`src/rtl/i2c_tgt_pkg.sv`:
```
`timescale 1ns/1ps
package i2c_tgt_pkg;

  // Protocol phases of the target engine
  typedef enum logic [2:0] {
    ST_IDLE  = 3'd0,  // not addressed, waits for START
    ST_ADDR  = 3'd1,  // shifting in the address byte
    ST_CMD   = 3'd2,  // shifting in the command byte
    ST_WDATA = 3'd3,  // shifting in write data bytes
    ST_ACK   = 3'd4,  // holding SDA low for the acknowledge clock
    ST_RDATA = 3'd5,  // shifting a register sample out
    ST_MACK  = 3'd6   // reading the master's acknowledge
  } tgt_state_e;

endpackage

```
`src/rtl/i2c_line_sync.sv`:
```
`timescale 1ns/1ps
module i2c_line_sync #(
  parameter int              WIDTH     = 2,
  parameter int              STAGES    = 2,
  parameter logic [WIDTH-1:0] RESET_VAL = '1
) (
  input  logic             clk,
  input  logic             rst_n,
  input  logic [WIDTH-1:0] din,
  output logic [WIDTH-1:0] dout
);

  // Stage 0 takes the raw pins, the last stage is the settled value
  logic [STAGES-1:0][WIDTH-1:0] chain;

  always_ff @(posedge clk or negedge rst_n) begin
    if (!rst_n) chain <= {STAGES{RESET_VAL}};
    else        chain <= {chain[STAGES-2:0], din};
  end

  assign dout = chain[STAGES-1];

endmodule

```
`src/rtl/i2c_bus_events.sv`:
```
`timescale 1ns/1ps
module i2c_bus_events (
  input  logic clk,
  input  logic rst_n,
  input  logic scl_s,
  input  logic sda_s,
  output logic scl_rise,
  output logic scl_fall,
  output logic start_det,
  output logic stop_det,
  output logic sda_bit
);

  logic scl_q, sda_q;

  // Idle bus is high on both lines
  always_ff @(posedge clk or negedge rst_n) begin
    if (!rst_n) begin
      scl_q <= 1'b1;
      sda_q <= 1'b1;
    end else begin
      scl_q <= scl_s;
      sda_q <= sda_s;
    end
  end

  assign scl_rise  =  scl_s & ~scl_q;
  assign scl_fall  = ~scl_s &  scl_q;
  // Data moving while the clock stays high marks a frame boundary
  assign start_det =  scl_s &  scl_q &  sda_q & ~sda_s;
  assign stop_det  =  scl_s &  scl_q & ~sda_q &  sda_s;
  assign sda_bit   =  sda_s;

endmodule

```
`src/rtl/i2c_tgt_fsm.sv`:
```
`timescale 1ns/1ps
module i2c_tgt_fsm
  import i2c_tgt_pkg::*;
#(
  parameter int ADDR_W  = 7,
  parameter int STRAP_W = 3,
  parameter logic [ADDR_W-STRAP_W-1:0] FIXED_BITS = 4'b0011,
  parameter int PTR_W   = 2,
  parameter int DATA_W  = 8
) (
  input  logic               clk,
  input  logic               rst_n,
  input  logic               scl_rise,
  input  logic               scl_fall,
  input  logic               start_det,
  input  logic               stop_det,
  input  logic               sda_bit,
  input  logic [STRAP_W-1:0] strap,
  input  logic [DATA_W-1:0]  rd_data,
  output logic               sda_oe,
  output logic [PTR_W-1:0]   reg_sel,
  output logic               wr_stb,
  output logic [DATA_W-1:0]  wr_data,
  output logic               rd_stb
);

  localparam int                CNT_W    = $clog2(DATA_W + 1);
  localparam logic [CNT_W-1:0]  LAST_BIT = CNT_W'(DATA_W);

  tgt_state_e         state, after_ack;
  logic [CNT_W-1:0]   bit_cnt;
  logic [DATA_W-1:0]  rx_sh, tx_sh;
  logic [PTR_W-1:0]   ptr;
  logic               oe, wr_q, rd_q, mack;
  logic [DATA_W-1:0]  wdat;
  logic [ADDR_W-1:0]  own_addr;

  assign own_addr = {FIXED_BITS, strap};

  always_ff @(posedge clk or negedge rst_n) begin
    if (!rst_n) begin
      state     <= ST_IDLE;
      after_ack <= ST_IDLE;
      bit_cnt   <= '0;
      rx_sh     <= '0;
      tx_sh     <= '0;
      ptr       <= '0;
      oe        <= 1'b0;
      wr_q      <= 1'b0;
      rd_q      <= 1'b0;
      mack      <= 1'b0;
      wdat      <= '0;
    end else begin
      wr_q <= 1'b0;
      rd_q <= 1'b0;
      if (start_det) begin
        state   <= ST_ADDR;
        bit_cnt <= '0;
        oe      <= 1'b0;
      end else if (stop_det) begin
        state   <= ST_IDLE;
        bit_cnt <= '0;
        oe      <= 1'b0;
      end else begin
        case (state)
          ST_ADDR, ST_CMD, ST_WDATA: begin
            if (scl_rise) begin
              rx_sh   <= {rx_sh[DATA_W-2:0], sda_bit};
              bit_cnt <= bit_cnt + 1'b1;
            end else if (scl_fall && bit_cnt == LAST_BIT) begin
              bit_cnt <= '0;
              case (state)
                ST_ADDR: begin
                  if (rx_sh[DATA_W-1:1] == own_addr) begin
                    oe        <= 1'b1;
                    state     <= ST_ACK;
                    after_ack <= rx_sh[0] ? ST_RDATA : ST_CMD;
                  end else begin
                    state <= ST_IDLE;
                  end
                end
                ST_CMD: begin
                  ptr       <= rx_sh[PTR_W-1:0];
                  oe        <= 1'b1;
                  state     <= ST_ACK;
                  after_ack <= ST_WDATA;
                end
                default: begin
                  wr_q      <= 1'b1;
                  wdat      <= rx_sh;
                  oe        <= 1'b1;
                  state     <= ST_ACK;
                  after_ack <= ST_WDATA;
                end
              endcase
            end
          end
          ST_ACK: begin
            if (scl_fall) begin
              oe      <= 1'b0;
              state   <= after_ack;
              bit_cnt <= '0;
              if (after_ack == ST_RDATA) rd_q <= 1'b1;
            end
          end
          ST_RDATA: begin
            if (rd_q) begin
              // Sample arrives in the strobe cycle; first bit goes out now
              tx_sh <= rd_data;
              oe    <= ~rd_data[DATA_W-1];
            end else if (scl_rise) begin
              bit_cnt <= bit_cnt + 1'b1;
            end else if (scl_fall) begin
              if (bit_cnt == LAST_BIT) begin
                oe      <= 1'b0;
                state   <= ST_MACK;
                bit_cnt <= '0;
              end else begin
                oe    <= ~tx_sh[DATA_W-2];
                tx_sh <= {tx_sh[DATA_W-2:0], 1'b0};
              end
            end
          end
          ST_MACK: begin
            if (scl_rise) begin
              mack <= ~sda_bit;
            end else if (scl_fall) begin
              if (mack) begin
                state <= ST_RDATA;
                rd_q  <= 1'b1;
              end else begin
                state <= ST_IDLE;
              end
            end
          end
          default: ;
        endcase
      end
    end
  end

  assign sda_oe  = oe;
  assign reg_sel = ptr;
  assign wr_stb  = wr_q;
  assign wr_data = wdat;
  assign rd_stb  = rd_q;

endmodule

```
`src/rtl/i2c_cmd_target.sv`:
```
`timescale 1ns/1ps
module i2c_cmd_target #(
  parameter int STRAP_W     = 3,
  parameter int ADDR_W      = 7,
  parameter logic [ADDR_W-STRAP_W-1:0] FIXED_BITS = 4'b0011,
  parameter int PTR_W       = 2,
  parameter int DATA_W      = 8,
  parameter int SYNC_STAGES = 2
) (
  input  logic               clk,
  input  logic               rst_n,
  input  logic               scl_in,
  input  logic               sda_in,
  output logic               sda_oe,
  input  logic [STRAP_W-1:0] strap_addr,
  output logic [PTR_W-1:0]   reg_sel,
  output logic               wr_stb,
  output logic [DATA_W-1:0]  wr_data,
  output logic               rd_stb,
  input  logic [DATA_W-1:0]  rd_data
);

  logic [1:0] lines_s;
  logic scl_rise, scl_fall, start_det, stop_det, sda_bit;

  i2c_line_sync #(
    .WIDTH    (2),
    .STAGES   (SYNC_STAGES),
    .RESET_VAL(2'b11)
  ) u_sync (
    .clk  (clk),
    .rst_n(rst_n),
    .din  ({scl_in, sda_in}),
    .dout (lines_s)
  );

  i2c_bus_events u_events (
    .clk      (clk),
    .rst_n    (rst_n),
    .scl_s    (lines_s[1]),
    .sda_s    (lines_s[0]),
    .scl_rise (scl_rise),
    .scl_fall (scl_fall),
    .start_det(start_det),
    .stop_det (stop_det),
    .sda_bit  (sda_bit)
  );

  i2c_tgt_fsm #(
    .ADDR_W    (ADDR_W),
    .STRAP_W   (STRAP_W),
    .FIXED_BITS(FIXED_BITS),
    .PTR_W     (PTR_W),
    .DATA_W    (DATA_W)
  ) u_fsm (
    .clk      (clk),
    .rst_n    (rst_n),
    .scl_rise (scl_rise),
    .scl_fall (scl_fall),
    .start_det(start_det),
    .stop_det (stop_det),
    .sda_bit  (sda_bit),
    .strap    (strap_addr),
    .rd_data  (rd_data),
    .sda_oe   (sda_oe),
    .reg_sel  (reg_sel),
    .wr_stb   (wr_stb),
    .wr_data  (wr_data),
    .rd_stb   (rd_stb)
  );

endmodule

```
`config.mk`:
```
export PLATFORM = sky130hd
export DESIGN_NAME = i2c_cmd_target
export DESIGN_NICKNAME = d
export VERILOG_FILES = /design/src/rtl/i2c_tgt_pkg.sv /design/src/rtl/i2c_line_sync.sv /design/src/rtl/i2c_bus_events.sv /design/src/rtl/i2c_tgt_fsm.sv /design/src/rtl/i2c_cmd_target.sv
export SDC_FILE = /design/constraint.sdc
export NUM_CORES = 1
export LEC_CHECK = 0
export ABC_AREA = 1
export BUFFER_PORTS_ARGS = -buffer_cell sky130_fd_sc_hd__buf_2
export CORE_ASPECT_RATIO = 1.1
export CORE_MARGIN = 2
export CORE_UTILIZATION = 35
export CTS_CLUSTER_SIZE = 30
export DETAILED_ROUTE_END_ITERATION = 8
export HOLD_SLACK_MARGIN = 0.12
export PLACE_DENSITY_LB_ADDON = 0.12
export SETUP_SLACK_MARGIN = 0.2
export SLEW_MARGIN = 0
export SYNTH_ARGS = -nofsm -noshare
export SYNTH_HDL_FRONTEND = slang
export SYNTH_SLANG_ARGS = --single-unit
```
`constraint.sdc`:
```
create_clock -name clk -period 5.1 [get_ports clk]
set_clock_uncertainty 0.1 [all_clocks]
set_input_delay 0.255 -clock clk [delete_from_list [all_inputs] [get_ports clk]]
set_output_delay 0.255 -clock clk [all_outputs]
set_load 0.02 [all_outputs]
```
### Word-level counts from Yosys, hierarchy flattened

Index checks and enable logic that the tools add are counted.

* $add $sub $neg: 1
* equal/unequal tests: 27
* muxes and demuxes: 58
* bitwise operators: 17
* reductions and logical operators: 15

Operators by type and width (count)
* 2-to-1 mux 3 bit: 17
* 2-to-1 mux 4 bit: 9
* AND reduction 6 bit: 5
* 2-to-1 mux 7 bit: 4
* inequality test 5 x 4 -> 1 bit (second input constant): 5
* 2-to-1 mux 1 bit: 24
* inequality test 4 x 3 -> 1 bit (second input constant): 5
* inequality test 4 bit (second input constant): 4
* equality test 3 bit (second input constant): 4
* case mux 3 bit (4 select lines): 1
* case mux 4 bit (3 select lines): 1
* inverter 1 bit: 10
* AND reduction 10 bit: 1
* AND reduction 4 bit: 2
* AND 1 bit: 7
* equality test 7 x 5 -> 1 bit: 1
* AND reduction 7 bit: 1
* equality test 3 x 2 -> 1 bit (second input constant): 2
* inequality test 2 x 1 -> 1 bit (second input constant): 3
* nonzero test 6 bit: 1
* inequality test 5 x 3 -> 1 bit (second input constant): 1
* nonzero test 5 bit: 1
* adder 4 x 1 -> 4 bit (second input constant): 1
* equality test 4 bit (second input constant): 1
* other kinds (7): 7

* register bits after elaboration: 45
* input port bits: 15
* output and inout bits: 13
* word-level logic and storage cells: 133

### Logic depth before layout (Yosys ltp)

* depth after elaboration: 8
* gate-level depth with buffers: 12
* mapped depth without buffers: 12

### Cells and area by module

Synthesis repeated with hierarchy kept, for this count alone.

* cells, all modules: 298
* area, all modules: 2328.5 um2

Modules (own cells, without submodules)
* i2c_tgt_fsm: times used 1, cells each 278, area each 2107.0 um2, sequential area each 975.9 um2
* i2c_line_sync: times used 1, cells each 6, area each 120.1 um2, sequential area each 105.1 um2
* i2c_bus_events: times used 1, cells each 14, area each 101.3 um2, sequential area each 52.6 um2

### Least setup slack after synthesis

No wires, ideal clock.

* kind: register -> register
* start point: register u_events.scl_q
* end point: register u_fsm.wdat[3], in the netlist u_fsm.wr_data[3]
* setup time: 0.118 ns
* arrival time: 1.758 ns
* data required time: 4.882 ns
* setup slack: 3.124 ns
* stages on the path, launching flop included: 12
* buffers on the path: 1
* clock period less this slack: 1.976 ns
* cells stage by stage: dfstp_2 -> inv_1 -> ha_1 -> inv_1 -> nand2_1 -> inv_1 -> nand2_1 -> nor2_4 -> nand3_2 -> buf_4 -> nand2_1 -> o21ai_2

* longest elaborated chain between the ends: 5
* elaborated cells between the ends (all ways): 13
* classes of those cells: bitwise (11); reduce/logical (2)

RTL lines
* from (decl): line i2c_bus_events.sv:14 `logic scl_q, sda_q;`
* from (signal assigned): line i2c_bus_events.sv:22 `scl_q <= scl_s;`
* AND 1 bit: line i2c_bus_events.sv:30, i2c_bus_events.sv:31
* AND 1 bit, on equally long branches (2 in series): line i2c_bus_events.sv:31, i2c_bus_events.sv:30
* inverter 1 bit (no line)
* AND reduction 6 bit (no line) (*)
* to (signal assigned): line i2c_tgt_fsm.sv:90 `wdat <= rx_sh;`
* to (decl): line i2c_tgt_fsm.sv:35 `logic [DATA_W-1:0] wdat;`

Every way passes the cells marked *; elsewhere a longest branch is shown, timed or not.
A chain may end at the register's enable or synchronous reset.

### Worst setup path in the final report

* start point: register u_events.scl_q
* end point: register u_fsm.wdat[0], in the netlist u_fsm.wr_data[0]

Same word-level chain as after synthesis.

==> out/results.ini <==
[grt]
grt_first_pass_wirelength_um = 9050
grtUsageTotal_pct = 14.7
antenna_found_initial = 0
gr-total-overflow = 0
grt_max_degree = 46
grt_pass1_vias = 1911

[placed_design]
portBuffers = 27
dp_hpwl_um = 3840
place.gp.congestion = 0.926

[logic_synthesis]
syn_avg_cell_area_um2 = 7.60
syn_nets = 338
synth_cell_types = 25
netlist_instances = 318
synth_area_um2 = 2420
synth_seq_area_share_pct = 46.9
ys_warn_count = 0
ys_ff_latch = 45

[floorplan]
die_area_um2 = 7590
die_w_um = 83.2
die_h_um = 91.2
coreArea_um2 = 6630
initial_core_util_pct = 36.4
rows = 31
io_pins = 28

[clock_tree]
clock_sinks = 45
cts.root.buffer_cell = clkbuf_8
clk_latency_ns = 0.30
clkTransAtPathRegs_ns = 0.09
cts_buffer_depth = 2
cts_tree = yes
htreeDepth = 2
cts_buffers = 5

[route]
via_count = 2042
detail_route.wl_per_cell_um = 12.0
drt_iter0_markers = 181
route.detailed.drc = 0
drtPass1Iterations = 4
ant_nets = 0
routed_via_density = 4.72
wirelength_um = 5180

[pwr]
powerDensity_nw_per_um2 = 395
switching_share_pct = 38.2
leakage_uw = 0.00141
p_switching_uw = 417
internal_power_uw = 675
total_power_uw = 1090
clock_power_share_pct = 24.7
pwr-share-comb_pct = 32.9
seq_power_share_pct = 42.4
peakVddDrop_v = 0.000155

[setup_path]
cp.arrival_ns = 2.39
path_class = flop to flop
cp-start-kind = flop
crit_path_end_kind = flop
required_ns = 5.18
cp_max_fo = 16
reg2regPathDepth = 10

[cells_and_area]
finalNetCount = 370
antenna_cells = 0
layout_commonest_cell = nand2_1
final_cell_mix = 93 x nand2_1, 41 x inv_1, 39 x dfrtp_1
syn_to_final_growth_pct = 14.4
drive_above_1_share_pct = 17.7

[sta]
rsz0062_at_grt = false
fin_crit_sh_pct = 45.3
tns_ns = 0
fmax_ghz = 0.433
slew_viol_final = 0
period_needed_ns = 2.31
hold_viol = 0
tightest_slew_ns = 1.00
setup_violations = 0
slew_headroom_pct = 33.2

[status]
status = complete, no violations

[job]
cap_violations = 0

[min_path]
hold_class = input pin to flop
whs_path_depth = 5

worst max-delay path, cell delays in order, from the launching register on:
cell and delay, ns:
dfstp_2 0.55, inv_1 0.04, ha_1 0.25, inv_1 0.16
nand2_1 0.13, inv_1 0.07, nand2_1 0.13, nor2_4 0.19
nand3_2 0.31, nand2_1 0.19, o21ai_2 0.06
cells by family after synthesis:
logic type      count (synthesis)  share of synthesized area [%]
compound gates                 43                           10.2
fa+ha+maj                       5                           2.59
xor+xnor                        2                          0.725
buf+inv                        49                           8.33
simple gates                  174                           31.2
flops                          45                           46.9
repair_timing:
item | 4_1_cts | 5_1_grt
setup buffers | 0 | 0
hold buffers | 4 | 0
hold endpoints to repair | 42 | 0
resized for setup | 0 | 0
stage by stage:
stage / utilization (%) / setup WS [ns] / cells / hold WS (ns) / cell area (um^2)
floorplan: - / 3.12 / 318 / -0.141 / 2420
global placement: 39.4 / 2.88 / 421 / 0.249 / 2620
detailed placement: 39.4 / 2.82 / 421 / 0.249 / 2620
CTS: 41.7 / 2.78 / 433 / 0.152 / 2770
global route: 41.7 / 2.61 / 433 / 0.193 / 2770
finish: 41.7 / 2.79 / 433 / 0.163 / 2770
registers in the layout (all words and copies together) (netlist names):
name             count
u_fsm.rx_sh          8
u_fsm.wr_data        8
u_fsm.tx_sh          7
u_fsm.bit_cnt        4
u_fsm.after_ack      3
u_fsm.state          3
u_fsm.reg_sel        2
u_sync.chain         2
u_sync.dout          2
u_events.scl_q       1
u_events.sda_q       1
u_fsm.mack           1
u_fsm.rd_stb         1
u_fsm.sda_oe         1
u_fsm.wr_stb         1
power groups by stage:
stage	combinational, uW	sequential, uW	clock, uW
global route	420	472	294
global placement	363	470	0
finish	359	463	270
detailed placement	359	470	0
floorplan	294	451	0
CTS	363	463	283
metal layers:
| layer | routed length [um] | vias up | track usage [%] |
|---|---|---|---|
| met5 | 0 | - | 0 |
| met1 | 2510 | 925 | 19.6 |
| met2 | 2330 | 40 | 23.3 |
| met4 | 142 | 0 | 6.69 |
| met3 | 195 | 10 | 2.82 |
| li1 | - | 1067 | - |
synth_stat cells (all sizes together):
cell / instances / area, um^2
a21oi: 6 / 30.0
nor3: 5 / 25.0
dfstp: 6 / 158
nand2: 96 / 368
buf: 5 / 36.3
xor2: 2 / 17.5
nand3: 28 / 150
clkbuf: 1 / 3.75
o21ai: 36 / 210
nand4: 5 / 31.3
ha: 5 / 62.6
inv: 43 / 161
nor2: 39 / 174
nor4: 1 / 6.26
o21a: 1 / 7.51
dfrtp: 39 / 976
final timing paths:
path,start,endpoint,slack (ns)
max in group asynchronous,rst_n,u_fsm.state[0],3.71
hold / removal,rd_data[3],u_fsm.tx_sh[3],0.16
hold reg to reg,u_sync.chain[0],u_sync.dout[0],0.26
min in group asynchronous,rst_n,u_fsm.sda_oe,0.54
setup reg to reg,u_events.scl_q,u_fsm.wr_data[0],2.79
setup / recovery,u_events.scl_q,u_fsm.wr_data[0],2.79
final cells by class:
class                   count  area (um^2)
fillers                   680         3870
flip-flops and latches     45         1130
multi-input cells         224         1080
repair buffers             31          175
inverters                  43          161
well taps                  82          103
clock buffers               6         72.6
clock inverters             2         38.8
Note: power is estimated with default switching activity, not from simulation.
